===== config.mk =====
export PLATFORM = sky130hd
export DESIGN_NAME = gpio_irq_capture
export DESIGN_NICKNAME = d
export VERILOG_FILES = /design/src/rtl/gic_pkg.sv /design/src/rtl/gic_sync.sv /design/src/rtl/gic_half.sv /design/src/rtl/gic_prio.sv /design/src/rtl/gpio_irq_capture.sv
export SDC_FILE = /design/constraint.sdc
export NUM_CORES = 1
export LEC_CHECK = 0
export BUFFER_PORTS_ARGS = -buffer_cell sky130_fd_sc_hd__buf_4
export CORE_ASPECT_RATIO = 1.2
export CORE_MARGIN = 3
export CORE_UTILIZATION = 55
export CTS_CLUSTER_SIZE = 8
export DETAILED_ROUTE_END_ITERATION = 16
export GPL_TIMING_DRIVEN = 0
export PLACE_DENSITY = 0.8
export SLEW_MARGIN = 20
export SYNTH_ARGS = -nofsm -noshare
export SYNTH_HDL_FRONTEND = slang
export SYNTH_SLANG_ARGS = --single-unit

===== constraint.sdc =====
create_clock -name clk -period 9.8 [get_ports clk]
set_clock_uncertainty 0.05 [all_clocks]
set_input_delay 1.47 -clock clk [delete_from_list [all_inputs] [get_ports clk]]
set_output_delay 1.47 -clock clk [all_outputs]
set_load 0.05 [all_outputs]

===== src/rtl/gic_pkg.sv =====
package gic_pkg;

  localparam int ADDR_W = 6;

  typedef enum logic [2:0] {
    FN_NONE, FN_PEND, FN_EN, FN_MODE, FN_POL, FN_LATCH, FN_FALL, FN_RISE
  } gic_fn_e;

  // Word index (address bits 5:2) selects the function; bit 1 the group.
  function automatic gic_fn_e decode_fn(input logic [ADDR_W-1:0] a);
    gic_fn_e f;
    if (a[0]) begin
      f = FN_NONE;
    end else begin
      case (a[5:2])
        4'd2:    f = FN_PEND;
        4'd3:    f = FN_EN;
        4'd4:    f = FN_MODE;
        4'd5:    f = FN_POL;
        4'd6:    f = FN_LATCH;
        4'd8:    f = FN_FALL;
        4'd9:    f = FN_RISE;
        default: f = FN_NONE;
      endcase
    end
    return f;
  endfunction

endpackage


===== src/rtl/gic_sync.sv =====
module gic_sync #(
  parameter int W = 32
) (
  input  logic         clk,
  input  logic         rst_n,
  input  logic [W-1:0] raw,
  output logic [W-1:0] cur,
  output logic [W-1:0] prev
);

  logic [W-1:0] meta_q, cur_q, prev_q;

  always_ff @(posedge clk or negedge rst_n) begin
    if (!rst_n) begin
      meta_q <= '0;
      cur_q  <= '0;
      prev_q <= '0;
    end else begin
      meta_q <= raw;
      cur_q  <= meta_q;
      prev_q <= cur_q;
    end
  end

  assign cur  = cur_q;
  assign prev = prev_q;

endmodule


===== src/rtl/gic_half.sv =====
module gic_half
  import gic_pkg::*;
#(
  parameter int W = 16
) (
  input  logic         clk,
  input  logic         rst_n,
  input  logic [W-1:0] cur,
  input  logic [W-1:0] prev,
  input  logic         wr_en,
  input  gic_fn_e      wr_fn,
  input  gic_fn_e      rd_fn,
  input  logic [W-1:0] wdata,
  output logic [W-1:0] rd_data,
  output logic [W-1:0] pend,
  output logic [W-1:0] enable,
  output logic [W-1:0] latch_mask,
  output logic [W-1:0] clr_bits
);

  logic [W-1:0] en_q, mode_q, pol_q, latch_q, fall_q, rise_q, pend_q;
  logic [W-1:0] pend_d, edge_ev, lvl_hit, held;
  logic         ld_en, ld_mode, ld_pol, ld_latch, ld_fall, ld_rise;

  // Clock enables for the configuration registers
  always_comb begin
    ld_en    = wr_en && (wr_fn == FN_EN);
    ld_mode  = wr_en && (wr_fn == FN_MODE);
    ld_pol   = wr_en && (wr_fn == FN_POL);
    ld_latch = wr_en && (wr_fn == FN_LATCH);
    ld_fall  = wr_en && (wr_fn == FN_FALL);
    ld_rise  = wr_en && (wr_fn == FN_RISE);
    clr_bits = (wr_en && (wr_fn == FN_PEND)) ? wdata : '0;
  end

  // Next-state of the pending bits
  always_comb begin
    edge_ev = mode_q & ((rise_q & cur & ~prev) | (fall_q & ~cur & prev));
    lvl_hit = ~(cur ^ pol_q);
    held    = mode_q & latch_q;
    pend_d  = (held & ((pend_q & ~clr_bits) | edge_ev))
            | (~held & mode_q & edge_ev)
            | (~mode_q & lvl_hit);
  end

  always_ff @(posedge clk or negedge rst_n) begin
    if (!rst_n) begin
      en_q    <= '0;
      mode_q  <= '0;
      pol_q   <= '0;
      latch_q <= '0;
      fall_q  <= '0;
      rise_q  <= '0;
      pend_q  <= '0;
    end else begin
      if (ld_en)    en_q    <= wdata;
      if (ld_mode)  mode_q  <= wdata;
      if (ld_pol)   pol_q   <= wdata;
      if (ld_latch) latch_q <= wdata;
      if (ld_fall)  fall_q  <= wdata;
      if (ld_rise)  rise_q  <= wdata;
      pend_q <= pend_d;
    end
  end

  always_comb begin
    case (rd_fn)
      FN_PEND:  rd_data = pend_q;
      FN_EN:    rd_data = en_q;
      FN_MODE:  rd_data = mode_q;
      FN_POL:   rd_data = pol_q;
      FN_LATCH: rd_data = latch_q;
      FN_FALL:  rd_data = fall_q;
      FN_RISE:  rd_data = rise_q;
      default:  rd_data = '0;
    endcase
  end

  assign pend       = pend_q;
  assign enable     = en_q;
  assign latch_mask = held;

endmodule


===== src/rtl/gic_prio.sv =====
module gic_prio #(
  parameter  int N     = 32,
  localparam int IDX_W = $clog2(N)
) (
  input  logic [N-1:0]     req,
  output logic             valid,
  output logic [IDX_W-1:0] idx
);

  // Scan from the top down so the lowest set bit is the last one kept.
  always_comb begin
    valid = 1'b0;
    idx   = '0;
    for (int i = N - 1; i >= 0; i--) begin
      if (req[i]) begin
        valid = 1'b1;
        idx   = IDX_W'(i);
      end
    end
  end

endmodule


===== src/rtl/gpio_irq_capture.sv =====
module gpio_irq_capture
  import gic_pkg::*;
#(
  parameter  int HALF_W = 16,
  localparam int PINS   = 2 * HALF_W,
  localparam int IDX_W  = $clog2(PINS)
) (
  input  logic              clk,
  input  logic              rst_n,
  input  logic [PINS-1:0]   pin_in,
  input  logic [ADDR_W-1:0] bus_addr,
  input  logic              bus_we,
  input  logic [HALF_W-1:0] bus_wdata,
  output logic [HALF_W-1:0] bus_rdata,
  output logic              irq_out,
  output logic              pend_valid,
  output logic [IDX_W-1:0]  pend_index
);

  logic [1:0]        rst_sync_q;
  logic              rst_int_n;
  logic [PINS-1:0]   sync_cur, sync_prev;
  logic [PINS-1:0]   pend_vec, en_vec, latch_vec, clr_vec, active_vec;
  logic [HALF_W-1:0] rd_h [2];
  gic_fn_e           acc_fn;

  // Reset: asserted asynchronously, released after two edges
  always_ff @(posedge clk or negedge rst_n) begin
    if (!rst_n) rst_sync_q <= 2'b00;
    else        rst_sync_q <= {rst_sync_q[0], 1'b1};
  end
  assign rst_int_n = rst_sync_q[1];

  gic_sync #(.W(PINS)) u_sync (
    .clk  (clk),
    .rst_n(rst_int_n),
    .raw  (pin_in),
    .cur  (sync_cur),
    .prev (sync_prev)
  );

  assign acc_fn = decode_fn(bus_addr);

  for (genvar h = 0; h < 2; h++) begin : g_half
    gic_half #(.W(HALF_W)) u_half (
      .clk       (clk),
      .rst_n     (rst_int_n),
      .cur       (sync_cur[h*HALF_W +: HALF_W]),
      .prev      (sync_prev[h*HALF_W +: HALF_W]),
      .wr_en     (bus_we && (bus_addr[1] == 1'(h))),
      .wr_fn     (acc_fn),
      .rd_fn     (acc_fn),
      .wdata     (bus_wdata),
      .rd_data   (rd_h[h]),
      .pend      (pend_vec[h*HALF_W +: HALF_W]),
      .enable    (en_vec[h*HALF_W +: HALF_W]),
      .latch_mask(latch_vec[h*HALF_W +: HALF_W]),
      .clr_bits  (clr_vec[h*HALF_W +: HALF_W])
    );
  end

  assign bus_rdata  = (acc_fn == FN_NONE) ? '0 : rd_h[bus_addr[1]];
  assign active_vec = pend_vec & en_vec;
  assign irq_out    = |active_vec;

  gic_prio #(.N(PINS)) u_prio (
    .req  (active_vec),
    .valid(pend_valid),
    .idx  (pend_index)
  );

endmodule


; After elaboration in Yosys (flattened, before gate mapping)
; Cells that the tools add are included.
; Widths: inputs -> output; s select.
[classes]
n_addsub = 0
n_reduce_logical = 18
n_bitwise = 47
magnitude_cmp = 1
div_mod_pow = 0
n_mux = 74
multipliers = 0
eq_ne = 14
shifts = 0
[ops]
columns = operator, count
row1 = $and 16x16->16, 22
row2 = $pmux 16 s7, 2
row3 = $not 16->16, 12
row4 = $mux 5, 32
row5 = $or 16x16->16, 8
row6 = $mux 16, 6
row7 = $and 32x32->32, 1
row8 = $mux 1, 32
row9 = $reduce_or 32->1, 1
row10 = $xor 16x16->16, 2
row11 = $pmux 3 s7, 1
row12 = $logic_and 1x1->1, 16
row13 = $eq 3x3->1 const B, 4
row14 = $eq 4x3->1 const B, 3
row15 = $eq 4x2->1 const B, 2
row16 = $eq 4x4->1 const B, 2
row17 = $eq 3x2->1 const B, 2
row18 = $eq 3x1->1 const B, 1
row19 = $logic_not 3->1, 1
row20 = $mux 3, 1
row21 = $ge 2x2->1 const B, 1
row22 = $not 1->2, 1
row23 = $not 1->1, 1
[totals]
mem_bits_rw = 0
reg_bits = 322
latch_bits = 0
rom_bits = 0
memories = 0

; Depth between registers and ports, before layout
; Gate-level depths: netlist of the first run.
[logic_depth]
ltp_word = 33
ltp_mapped = 8
mapped_depth_nobuf = 5

; Cells and area by module
; Synthesis of the first run repeated with hierarchy kept, for this count alone.
[hier_totals]
cells_unflattened = 1249
area_unflattened_um2 = 15591.2
[modules_own_cells]
columns = mod, area_each_um2, cells_per_inst, instances, seq_area_each_um2
row1 = gic_half, 6060.8, 492, 2, 2802.7
row2 = gic_sync, 2402.3, 96, 1, 2402.3
row3 = gpio_irq_capture, 696.9, 104, 1, 50.0
row4 = gic_prio, 370.4, 65, 1, 0.0

; Least setup slack after synthesis of the first run
; No wires, ideal clock.
[synth_timing]
path_kind = input-to-output
from = input port bus_addr[3]
to = output port bus_rdata[10]
path_stages = 7
t_arrival_ps = 3738
path_slack_ps = 4542
cell_sequence = nor3b_2 and2_1 buf_2 clkbuf_1 a22oi_1 and3_1 a211oi_1
[synth_via]
elab_chain_len = 9
word_cells_on_any_way = 23
[synth_lines]
columns = item, line_no
row1 = "start, declared", gpio_irq_capture.sv:11  ; input logic [ADDR_W-1:0] bus_addr,
row2 = $eq 4x4->1 (tied with other cells), gic_pkg.sv:15  ; case (a[5:2])
row3 = $pmux 3 s7 (*), gic_pkg.sv:15
row4 = $mux 3 (*), gic_pkg.sv:12  ; if (a[0]) begin
row5 = $eq 3x3->1 (tied with other cells), gic_half.sv:67  ; case (rd_fn)
row6 = $pmux 16 s7, gic_half.sv:67
row7 = $mux 16 (implied by the code) (3 in a row), gpio_irq_capture.sv:62  ; assign bus_rdata = (acc_fn == FN_NONE) ? '0 : rd_h[bus_addr[1]];
row8 = $mux 16 (*), gpio_irq_capture.sv:62
row9 = "end, declared", gpio_irq_capture.sv:14  ; output logic [HALF_W-1:0] bus_rdata,
; Mark *: on every way between the ends. The rest lies on a longest branch, timed or not. The select of a mux whose other input is x is not followed.

; Worst setup path after layout of the first run
[layout_timing]
from = input port bus_addr[3]
to = output port bus_rdata[14]
; The elaborated chain is that of the path after synthesis.

==> metrics.yaml, run 1 <==
status: "completed"
cellLeakagePower_nw: 7.35
required_ns: 8.28
slew_headroom_pct: 27.4
vias: 10600
r2r_start: "rst_sync_q[1]"
cts_inserted_buffers: 46
final_antenna_net_count: 0
worstSkewPairLatency_ns: 0.53
grt_max_degree: 59
crit_fanout: 10
total_power_mw: 3.54
ys_seq_area_share_pct: 57.4
slowest_stage: "clkbuf_1"
die_x_um: 152
synth_async_sr_flop_share_pct: 100
worstPathArrival_ns: 4.49
syn-num-nets: 1182
track_usage_pct: 30.3
final_design_area_no_fill_mm2: 0.0164
die_h_um: 181
yosysWarnings: 0
grt_pass1_wl_mm: 64.3
worstMarginPinSlew_ns: 1.09
post_cts_buffers: 0
place_inst: 1536
fin_ws_ns: 3.79
syn-cell-area_mm2: 0.0140
fillerInstances: 1910
startpoint_type: "input port"
gp_congestion: 0.953
synthCells: 1125
grt_pass1_vias: 10900
portBuffers: 79
multiInputGateArea_mm2: 0.00562
synth_cell_types: 48
rr_worst_depth: 3
fmax_mhz: 166
synthFlopType: "dfrtp_1"
ys_ff_latch: 322
fp.dieArea_mm2: 0.0275
postCtsResizedCells: 0
most-common-layout-cells: "dfrtp_1, mux2_2, nand2_1"
place_ws_ns: 3.95
cp_cell_sequence: "buf_4 > nor3b_2 > and2_1 > buf_2 > clkbuf_1 > a22oi_1 > and3_1 > a211oi_1 > buf_4"
layout-drive-gt1-share_pct: 27.8
clk_path_buf_depth: 3
regArea_mm2: 0.00806
n_antenna_cell: 0
max-vdd-ir-drop_v: 0.000149
cts_tree: "built"
detail_route.wl_per_cell_um: 26.5
critPathCaptureType: "output pin"
dpl_cell_area_mm2: 0.0152
nets: 1316
path_clk_slew_ns: 0.05
synth.avg_cell_area_um2: 12.5
cp_top_family: "buffers and inverters"
worst_hold_slack_ns: 0.127
period_needed_ns: 6.01
syn_to_final_growth_pct: 16.8
stdcell_count: 1586
cp.depth: 9
rsz0062_at_grt: "false"
first_iter_violations: 937
finalWirelength_mm: 42.0
crit_path_frequent_cell: "buf_4"
final_core_util_pct: 65.8
cap_violations: 0
hp-class: "reg -> async"
place_hpwl_mm: 27.6
power_density_mw_per_mm2: 216
io-pin-count: 80
startpoint: "bus_addr[3]"
antenna_found_initial: 0
critical_path_class: "in -> out"
core_area_mm2: 0.0249
cp.buffers_inverters: 4
postCtsHoldBufs: 0
cpPeakStageDelay_ns: 0.78
drv_slew: 0
start_util_pct: 56.3
endpoint: "bus_rdata[14]"
rows: 63
root_buffer: "clkbuf_16"
viasPerCell: 6.68
drc: 0
cts_sinks: 322
dr.pass1.iters: 5
finalHoldViolations: 0
final_common_cell: "dfrtp_1"
htreeDepth: 2
grt_overflow_total: 0
fin_tns_setup_ns: 0
finalCritPeriodShare_pct: 61.4
synth_edf_count: 0
setup_viol: 0
r2r_end: "u_sync.meta_q[8]"
regToRegSetupSlack_ns: 8.44
## cells in the mapped netlist, types with 7 or more instances
| cell type | count | area [um2] |
|---|---|---|
| a211oi_1 | 29 | 218 |
| a21oi_1 | 42 | 210 |
| a221oi_1 | 26 | 228 |
| a22o_1 | 33 | 289 |
| a22oi_1 | 43 | 323 |
| a31o_2 | 10 | 87.6 |
| a31oi_1 | 34 | 213 |
| a32o_1 | 7 | 70.1 |
| and3_1 | 24 | 150 |
| buf_2 | 32 | 160 |
| buf_4 | 7 | 52.6 |
| clkbuf_1 | 25 | 93.8 |
| dfrtp_1 | 322 | 8060 |
| mux2_1 | 40 | 450 |
| mux2_2 | 152 | 1710 |
| nand2_1 | 105 | 394 |
| nand3_1 | 7 | 35.0 |
| nand3b_1 | 30 | 225 |
| nor2_1 | 35 | 131 |
| nor2b_1 | 8 | 50.1 |
| o21ai_0 | 33 | 165 |
| xnor2_1 | 32 | 280 |
## power breakdown
group	switching [mW]	leakage [nW]	total [mW]	internal [mW]
sequential	0.172	4.07	1.67	1.50
clock	0.534	0.589	1.37	0.836
combinational	0.280	2.70	0.499	0.220
## worst reg2reg max path, stage by stage (launching register included)
cell and delay (ns):
dfrtp_4 0.54, buf_16 0.28, buf_12 0.29, buf_16 0.32
## state kept, by name, indices dropped and copies added (netlist names)
register,cells
u_sync.prev,32
g_half.u_half.rise_q,32
u_sync.meta_q,32
u_sync.cur,32
g_half.u_half.enable,32
g_half.u_half.latch_q,32
g_half.u_half.fall_q,32
g_half.u_half.pol_q,32
g_half.u_half.pend,32
g_half.u_half.mode_q,32
rst_sync_q,2
## logic make-up (layout without fill, tap and decap cells)
| logic type | Yosys count | in the layout | share of synthesized area (%) |
|---|---|---|---|
| flops | 322 | 322 | 57.4 |
| other cells | 1 | 1 | 0.0267 |
| buf+inv | 69 | 205 | 2.48 |
| compound gates | 277 | 277 | 14.1 |
| simple gates | 232 | 232 | 8.54 |
| mux | 192 | 192 | 15.4 |
| xor+xnor | 32 | 32 | 2.00 |
## layer usage
layer	wire (um)	share of wire (%)	GRT usage (%)	vias up
li1	-	-	-	4445
met1	15700	37	38.5	5350
met2	19600	47	48.1	604
met3	4090	9.7	7.12	191
met4	2630	6.3	16.7	0
met5	0	0	0	-
## final cells by class
| class | count | share of cell area, % |
|---|---|---|
| sequential | 322 | 49.2 |
| timing repair buffer | 86 | 4.61 |
| inverter | 1 | 0.0229 |
| multi-input combinational | 734 | 34.3 |
| clock inverter | 2 | 0.107 |
| clock buffer | 48 | 7.20 |
| tap | 325 | 2.48 |
| buffer | 68 | 2.10 |
## worst min path at each step
stage                                 start          endpoint  cells after the start
after global routing          rst_sync_q[1]  u_sync.meta_q[2]                      0
after CTS                     rst_sync_q[1]  u_sync.meta_q[2]                      0
after detailed placement      rst_sync_q[1]  u_sync.meta_q[2]                      0
final                         rst_sync_q[1]  u_sync.meta_q[2]                      0
after global placement    u_sync.meta_q[19]    u_sync.cur[19]                      0
after floorplan               rst_sync_q[0]     rst_sync_q[1]                      0
No activity file was read; power rests on OpenSTA's default activity.
==> run 2, diff against run 1 <==
--- a/config.mk
+++ b/config.mk
@@ -8,11 +8,11 @@
 export BUFFER_PORTS_ARGS = -buffer_cell sky130_fd_sc_hd__buf_4
 export CORE_ASPECT_RATIO = 1.2
 export CORE_MARGIN = 3
-export CORE_UTILIZATION = 55
+export CORE_UTILIZATION = 61
 export CTS_CLUSTER_SIZE = 8
 export DETAILED_ROUTE_END_ITERATION = 16
 export GPL_TIMING_DRIVEN = 0
-export PLACE_DENSITY = 0.8
+export PLACE_DENSITY = 0.84
 export SLEW_MARGIN = 20
 export SYNTH_ARGS = -nofsm -noshare
 export SYNTH_HDL_FRONTEND = slang
==> constraint.sdc (replaced) <==
create_clock -name clk -period 6 [get_ports clk]
set_clock_uncertainty 0.05 [all_clocks]
set_input_delay 0.9 -clock clk [delete_from_list [all_inputs] [get_ports clk]]
set_output_delay 0.9 -clock clk [all_outputs]
set_load 0.05 [all_outputs]
==> run 2 against run 1 <==
Wire length fell by 2.5%. Core utilization grew 6.7 points. Clock power rose by 61%. Via count increased by 1.9%. Final area is 0.40% lower.
==> metrics.yaml, run 2 (synthesis gave the netlist of run 1 again) <==
finalHoldViolations: 0
worstSkewPairLatency_ns: 0.54
power_density_mw_per_mm2: 352
cts_sinks: 322
core_area_mm2: 0.0225
crit_path_frequent_cell: "buf_4"
htreeDepth: 2
path_clk_slew_ns: 0.05
fillerInstances: 1510
die_x_um: 144
start_util_pct: 62.3
post_cts_buffers: 0
detail_route.wl_per_cell_um: 26.6
setup_viol: 0
place_hpwl_mm: 26.9
final_antenna_net_count: 0
critPathCaptureType: "output pin"
cts_inserted_buffers: 46
required_ns: 5.05
layout-drive-gt1-share_pct: 27.8
rows: 60
slowest_stage: "clkbuf_1"
track_usage_pct: 33.3
grt_overflow_total: 0
status: "completed"
portBuffers: 79
worstPathArrival_ns: 3.88
power_frac_seq_pct: 47.5
nets: 1316
root_buffer: "clkbuf_16"
postCtsResizedCells: 0
startpoint_type: "input port"
p_int_mw: 4.15
dr.pass1.iters: 6
final_common_cell: "dfrtp_1"
postCtsHoldBufs: 0
crit_fanout: 10
hp-class: "in -> async"
clkPwrFrac_pct: 38.4
critical_path_class: "in -> out"
fp.dieArea_mm2: 0.0249
drv_slew: 0
cp_cell_sequence: "buf_4 > nor3b_2 > and2_1 > buf_2 > clkbuf_1 > a22oi_1 > and3_1 > a211oi_1 > buf_4"
most-common-layout-cells: "dfrtp_1, mux2_2, nand2_1"
vias: 10800
final_core_util_pct: 72.5
max-vdd-ir-drop_v: 0.000252
switching_share_pct: 27.9
finalCritPeriodShare_pct: 80.5
multiInputGateArea_mm2: 0.00562
cap_violations: 0
n_antenna_cell: 0
slew_headroom_pct: 33.1
grt_max_degree: 55
rsz0062_at_grt: "false"
gp_congestion: 1.01
viasPerCell: 7.01
worstMarginPinSlew_ns: 1.00
p_sw_mw: 1.60
syn_to_final_growth_pct: 16.4
clk_path_buf_depth: 3
grt_pass1_wl_mm: 62.2
die_h_um: 172
pwr-share-comb_pct: 14.1
fmax_mhz: 207
cts_tree: "built"
cellLeakagePower_nw: 7.35
first_iter_violations: 1258
total_power_mw: 5.75
grt_pass1_vias: 11000
regArea_mm2: 0.00806
finalWirelength_mm: 41.0
cpPeakStageDelay_ns: 0.75
io-pin-count: 80
antenna_found_initial: 0
drc: 0
period_needed_ns: 4.83
[run 2: cell types whose count changed in the layout (fill, tap and decap cells not counted), sizes merged]
cell	delta
inv	+1
clkbuf	-1
clkinv	+1
[run 2: final timing paths]
| path | from | endpoint | slack (ns) | cells after the start |
|---|---|---|---|---|
| min | rst_n | rst_sync_q[0] | 0.09 | 1 |
| max in group asynchronous | rst_sync_q[1] | g_half[0].u_half.pol_q[7] | 4.62 | 2 |
| max | bus_addr[3] | bus_rdata[14] | 1.17 | 9 |
| min in group clk | u_sync.meta_q[15] | u_sync.cur[15] | 0.29 | 0 |
| min reg2reg | u_sync.meta_q[15] | u_sync.cur[15] | 0.29 | 0 |
| max reg2reg | rst_sync_q[1] | g_half[0].u_half.pol_q[7] | 4.62 | 2 |
[run 2: power by group through the flow]
stage / Sequential [mW] / Clock [mW] / Combinational, mW
after CTS: 2.71 / 2.23 / 0.798
after global routing: 2.75 / 2.33 / 0.867
after detailed placement: 2.74 / 0 / 0.789
after floorplan: 2.67 / 0 / 0.541
after global placement: 2.76 / 0 / 0.709
final: 2.73 / 2.21 / 0.811
[run 2: cell type report]
| cell class | instances | share of cell area, % |
|---|---|---|
| Buffer | 68 | 2.11 |
| Clock inverter | 4 | 0.261 |
| Clock buffer | 47 | 7.07 |
| Tap cell | 279 | 2.14 |
| Timing Repair Buffer | 86 | 4.58 |
| Sequential cell | 322 | 49.4 |
| Inverter | 1 | 0.0230 |
| Multi-Input combinational cell | 734 | 34.4 |
[run 2: routing by layer]
layer,vias to the layer above,part of all wire (%),global-route usage (%)
li1,4439,-,-
met1,5426,35,41.2
met2,728,47,52.7
met3,202,11,9.10
met4,0,6.9,19.2
met5,-,0,0
[run 2: stage by stage]
| step | setup WS, ns | hold slack (ns) | setup TNS (ns) | cell area, um2 | std cells |
|---|---|---|---|---|---|
| after floorplan | 0.683 | 0.281 | 0 | 14000 | 1125 |
| after global placement | -1.03 | 0.282 | -322.91 | 15000 | 1483 |
| after detailed placement | 1.38 | 0.286 | 0 | 15100 | 1490 |
| after CTS | 1.39 | 0.0820 | 0 | 16300 | 1541 |
| final | 1.17 | 0.0921 | 0 | 16300 | 1541 |
| after global routing | 1.18 | 0.0828 | 0 | 16300 | 1541 |
[run 2: worst max-delay path: cells and delay by family]
kind	cells	cell delay, ns
simple gates	3	1.05
compound gates	2	0.57
buf+inv	4	1.36
==> run 3, diff against run 2 <==
--- a/config.mk
+++ b/config.mk
@@ -5,6 +5,7 @@
 export SDC_FILE = /design/constraint.sdc
 export NUM_CORES = 1
 export LEC_CHECK = 0
+export ABC_AREA = 1
 export BUFFER_PORTS_ARGS = -buffer_cell sky130_fd_sc_hd__buf_4
 export CORE_ASPECT_RATIO = 1.2
 export CORE_MARGIN = 3
==> constraint.sdc (replaced) <==
create_clock -name clk -period 5.05 [get_ports clk]
set_clock_uncertainty 0.05 [all_clocks]
set_input_delay 0.7575 -clock clk [delete_from_list [all_inputs] [get_ports clk]]
set_output_delay 0.7575 -clock clk [all_outputs]
set_load 0.05 [all_outputs]
==> run 3 against run 2 <==
Cell count grew 24%. Core utilization grew 0.81 points. Critical endpoint is now bus_rdata[2]. Global-route usage grew 3.0 points. Largest power group unchanged. Setup slack lost 0.63 ns. Synthesized cell count grew 34%. Wire length grew 8.5%.
==> metrics.yaml, run 3 <==
synth_cell_types: 37
grt_overflow_total: 0
grt_max_degree: 58
final_core_util_pct: 73.3
dr.pass1.iters: 7
hp-class: "reg -> async"
synthCells: 1506
postCtsResizedCells: 0
cts_inserted_buffers: 46
start_util_pct: 62.6
synth_common_cells: "nand2_1, dfrtp_1, o21ai_1, inv_1, o21ai_0"
fp.dieArea_mm2: 0.0244
worstMarginPinSlew_ns: 1.01
vias: 12300
syn_to_final_growth_pct: 17.0
required_ns: 4.24
viasPerCell: 6.44
critPathCaptureType: "output pin"
die_h_um: 170
synth.avg_cell_area_um2: 9.12
cp_top_family: "simple AND/OR/NAND/NOR gates"
finalHoldViolations: 0
synthDominantCellAreaShare_pct: 58.7
finalWirelength_mm: 44.5
final_antenna_net_count: 0
cpPeakStageDelay_ns: 0.80
yosysWarnings: 0
cts_sinks: 322
power_density_mw_per_mm2: 445
nets: 1696
rows: 59
path_clk_slew_ns: 0.05
die_x_um: 143
root_buffer: "clkbuf_16"
yosysTopAreaCell: "dfrtp_1"
synthTopCellsByArea: "dfrtp_1, nand2_1, o21ai_1"
most-common-layout-cells: "nand2_1, dfrtp_1, o21ai_1"
cellLeakagePower_nw: 7.33
synth_async_sr_flop_share_pct: 100
yosysMostFrequentCell: "nand2_1"
clk_path_buf_depth: 3
first_iter_violations: 1698
postCtsHoldBufs: 1
synthFlopType: "dfrtp_1"
final_design_area_no_fill_mm2: 0.0161
detail_route.wl_per_cell_um: 23.2
fin_tns_setup_ns: 0
place_hpwl_mm: 30.0
slowest_stage: "clkbuf_1"
finalCritPeriodShare_pct: 89.3
grt_pass1_wl_mm: 66.7
status: "completed"
rsz0062_at_grt: "false"
gp_congestion: 1.03
period_needed_ns: 4.51
io-pin-count: 80
worstPathArrival_ns: 3.70
core_area_mm2: 0.0219
layout-drive-gt1-share_pct: 11.0
critical_path_class: "in -> out"
grt_pass1_vias: 12200
dpl_cell_area_mm2: 0.0148
htreeDepth: 2
synth_edf_count: 0
n_antenna_cell: 0
final_common_cell: "nand2_1"
cp.buffers_inverters: 4
startpoint_type: "input port"
ys_seq_area_share_pct: 58.7
syn-num-nets: 1563
max-vdd-ir-drop_v: 0.000308
portBuffers: 78
ys_ff_latch: 322
fmax_mhz: 222
setup_viol: 0
crit_fanout: 10
antenna_found_initial: 1
syn-cell-area_mm2: 0.0137
fillerInstances: 1609
drc: 0
worstSkewPairLatency_ns: 0.53
drv_slew: 0
cts_tree: "built"
cp_cell_sequence: "buf_4 > nor3_2 > a21oi_1 > nor2_2 > nand2_1 > nor2_2 > clkbuf_1 > a221oi_1 > nand3_1 > nand2_1 > inv_1 > buf_4"
track_usage_pct: 36.3
cap_violations: 0
slew_headroom_pct: 33.0
post_cts_buffers: 0
-- run 3: cell count changes in the layout (fill, tap and decap cells not counted), sizes merged, moves of 39 or more --
cell | previous run | this run
nand2 | 108 | 422
mux2 | 192 | 0
o21ai | 33 | 222
inv | 3 | 115
nand3 | 9 | 77
nor2 | 35 | 82
a22oi | 43 | 0
a21oi | 42 | 3
-- run 3: final cells by class --
class	count	area (um2)	area share (%)
well taps	274	343	2.13
repair buffers	85	753	4.69
clock inverters	1	7.51	0.0467
flip-flops and latches	322	8060	50.2
inverters	117	439	2.73
plain buffers	78	328	2.04
clock buffers	51	1230	7.68
multi-input cells	989	4910	30.5
-- run 3: cell families after synthesis --
family	share of synthesized area, %
AO/OA/AOI/OAI	14.7
flip-flops	58.7
XOR/XNOR	2.04
AND/OR/NAND/NOR	19.0
buffers and inverters	5.59
other	0.0273
-- run 3: metrics by stage --
| step | power, mW | std cells | setup slack, ns | hold slack (ns) |
|---|---|---|---|---|
| after global routing | 7.39 | 1917 | 0.465 | 0.153 |
| after CTS | 7.11 | 1917 | 0.734 | 0.144 |
| final | 7.15 | 1917 | 0.539 | 0.142 |
| after detailed placement | 4.41 | 1864 | 0.743 | 0.135 |
| after floorplan | 3.98 | 1506 | 1.52 | 0.281 |
| after global placement | 4.34 | 1858 | 0.754 | 0.282 |
-- run 3: worst paths after layout --
kind	from	to	slack, ns	cells past startpoint
min in group clk	pin_in[2]	u_sync.meta_q[2]	0.28	1
max reg2reg	rst_sync_q[1]	u_sync.cur[6]	3.62	3
min reg2reg	rst_sync_q[1]	g_half[1].u_half.pend[14]	0.14	0
max in group asynchronous	rst_sync_q[1]	u_sync.cur[6]	3.62	3
min	rst_sync_q[1]	g_half[1].u_half.pend[14]	0.14	0
max	bus_addr[3]	bus_rdata[2]	0.54	12
-- run 3: per-layer routing --
layer	up-vias	track usage [%]	routed length, um
li1	5299	-	-
met1	5879	44.8	15500
met2	911	56.9	20500
met3	256	8.88	4970
met4	2	24.0	3510
met5	-	0	8
-- run 3: where the power goes --
part / switching [mW] / internal, mW / leakage, nW / total [mW]
Sequential: 0.308 / 2.92 / 4.09 / 3.23
Clock: 1.04 / 1.69 / 0.606 / 2.72
Combinational: 0.784 / 0.419 / 2.63 / 1.20
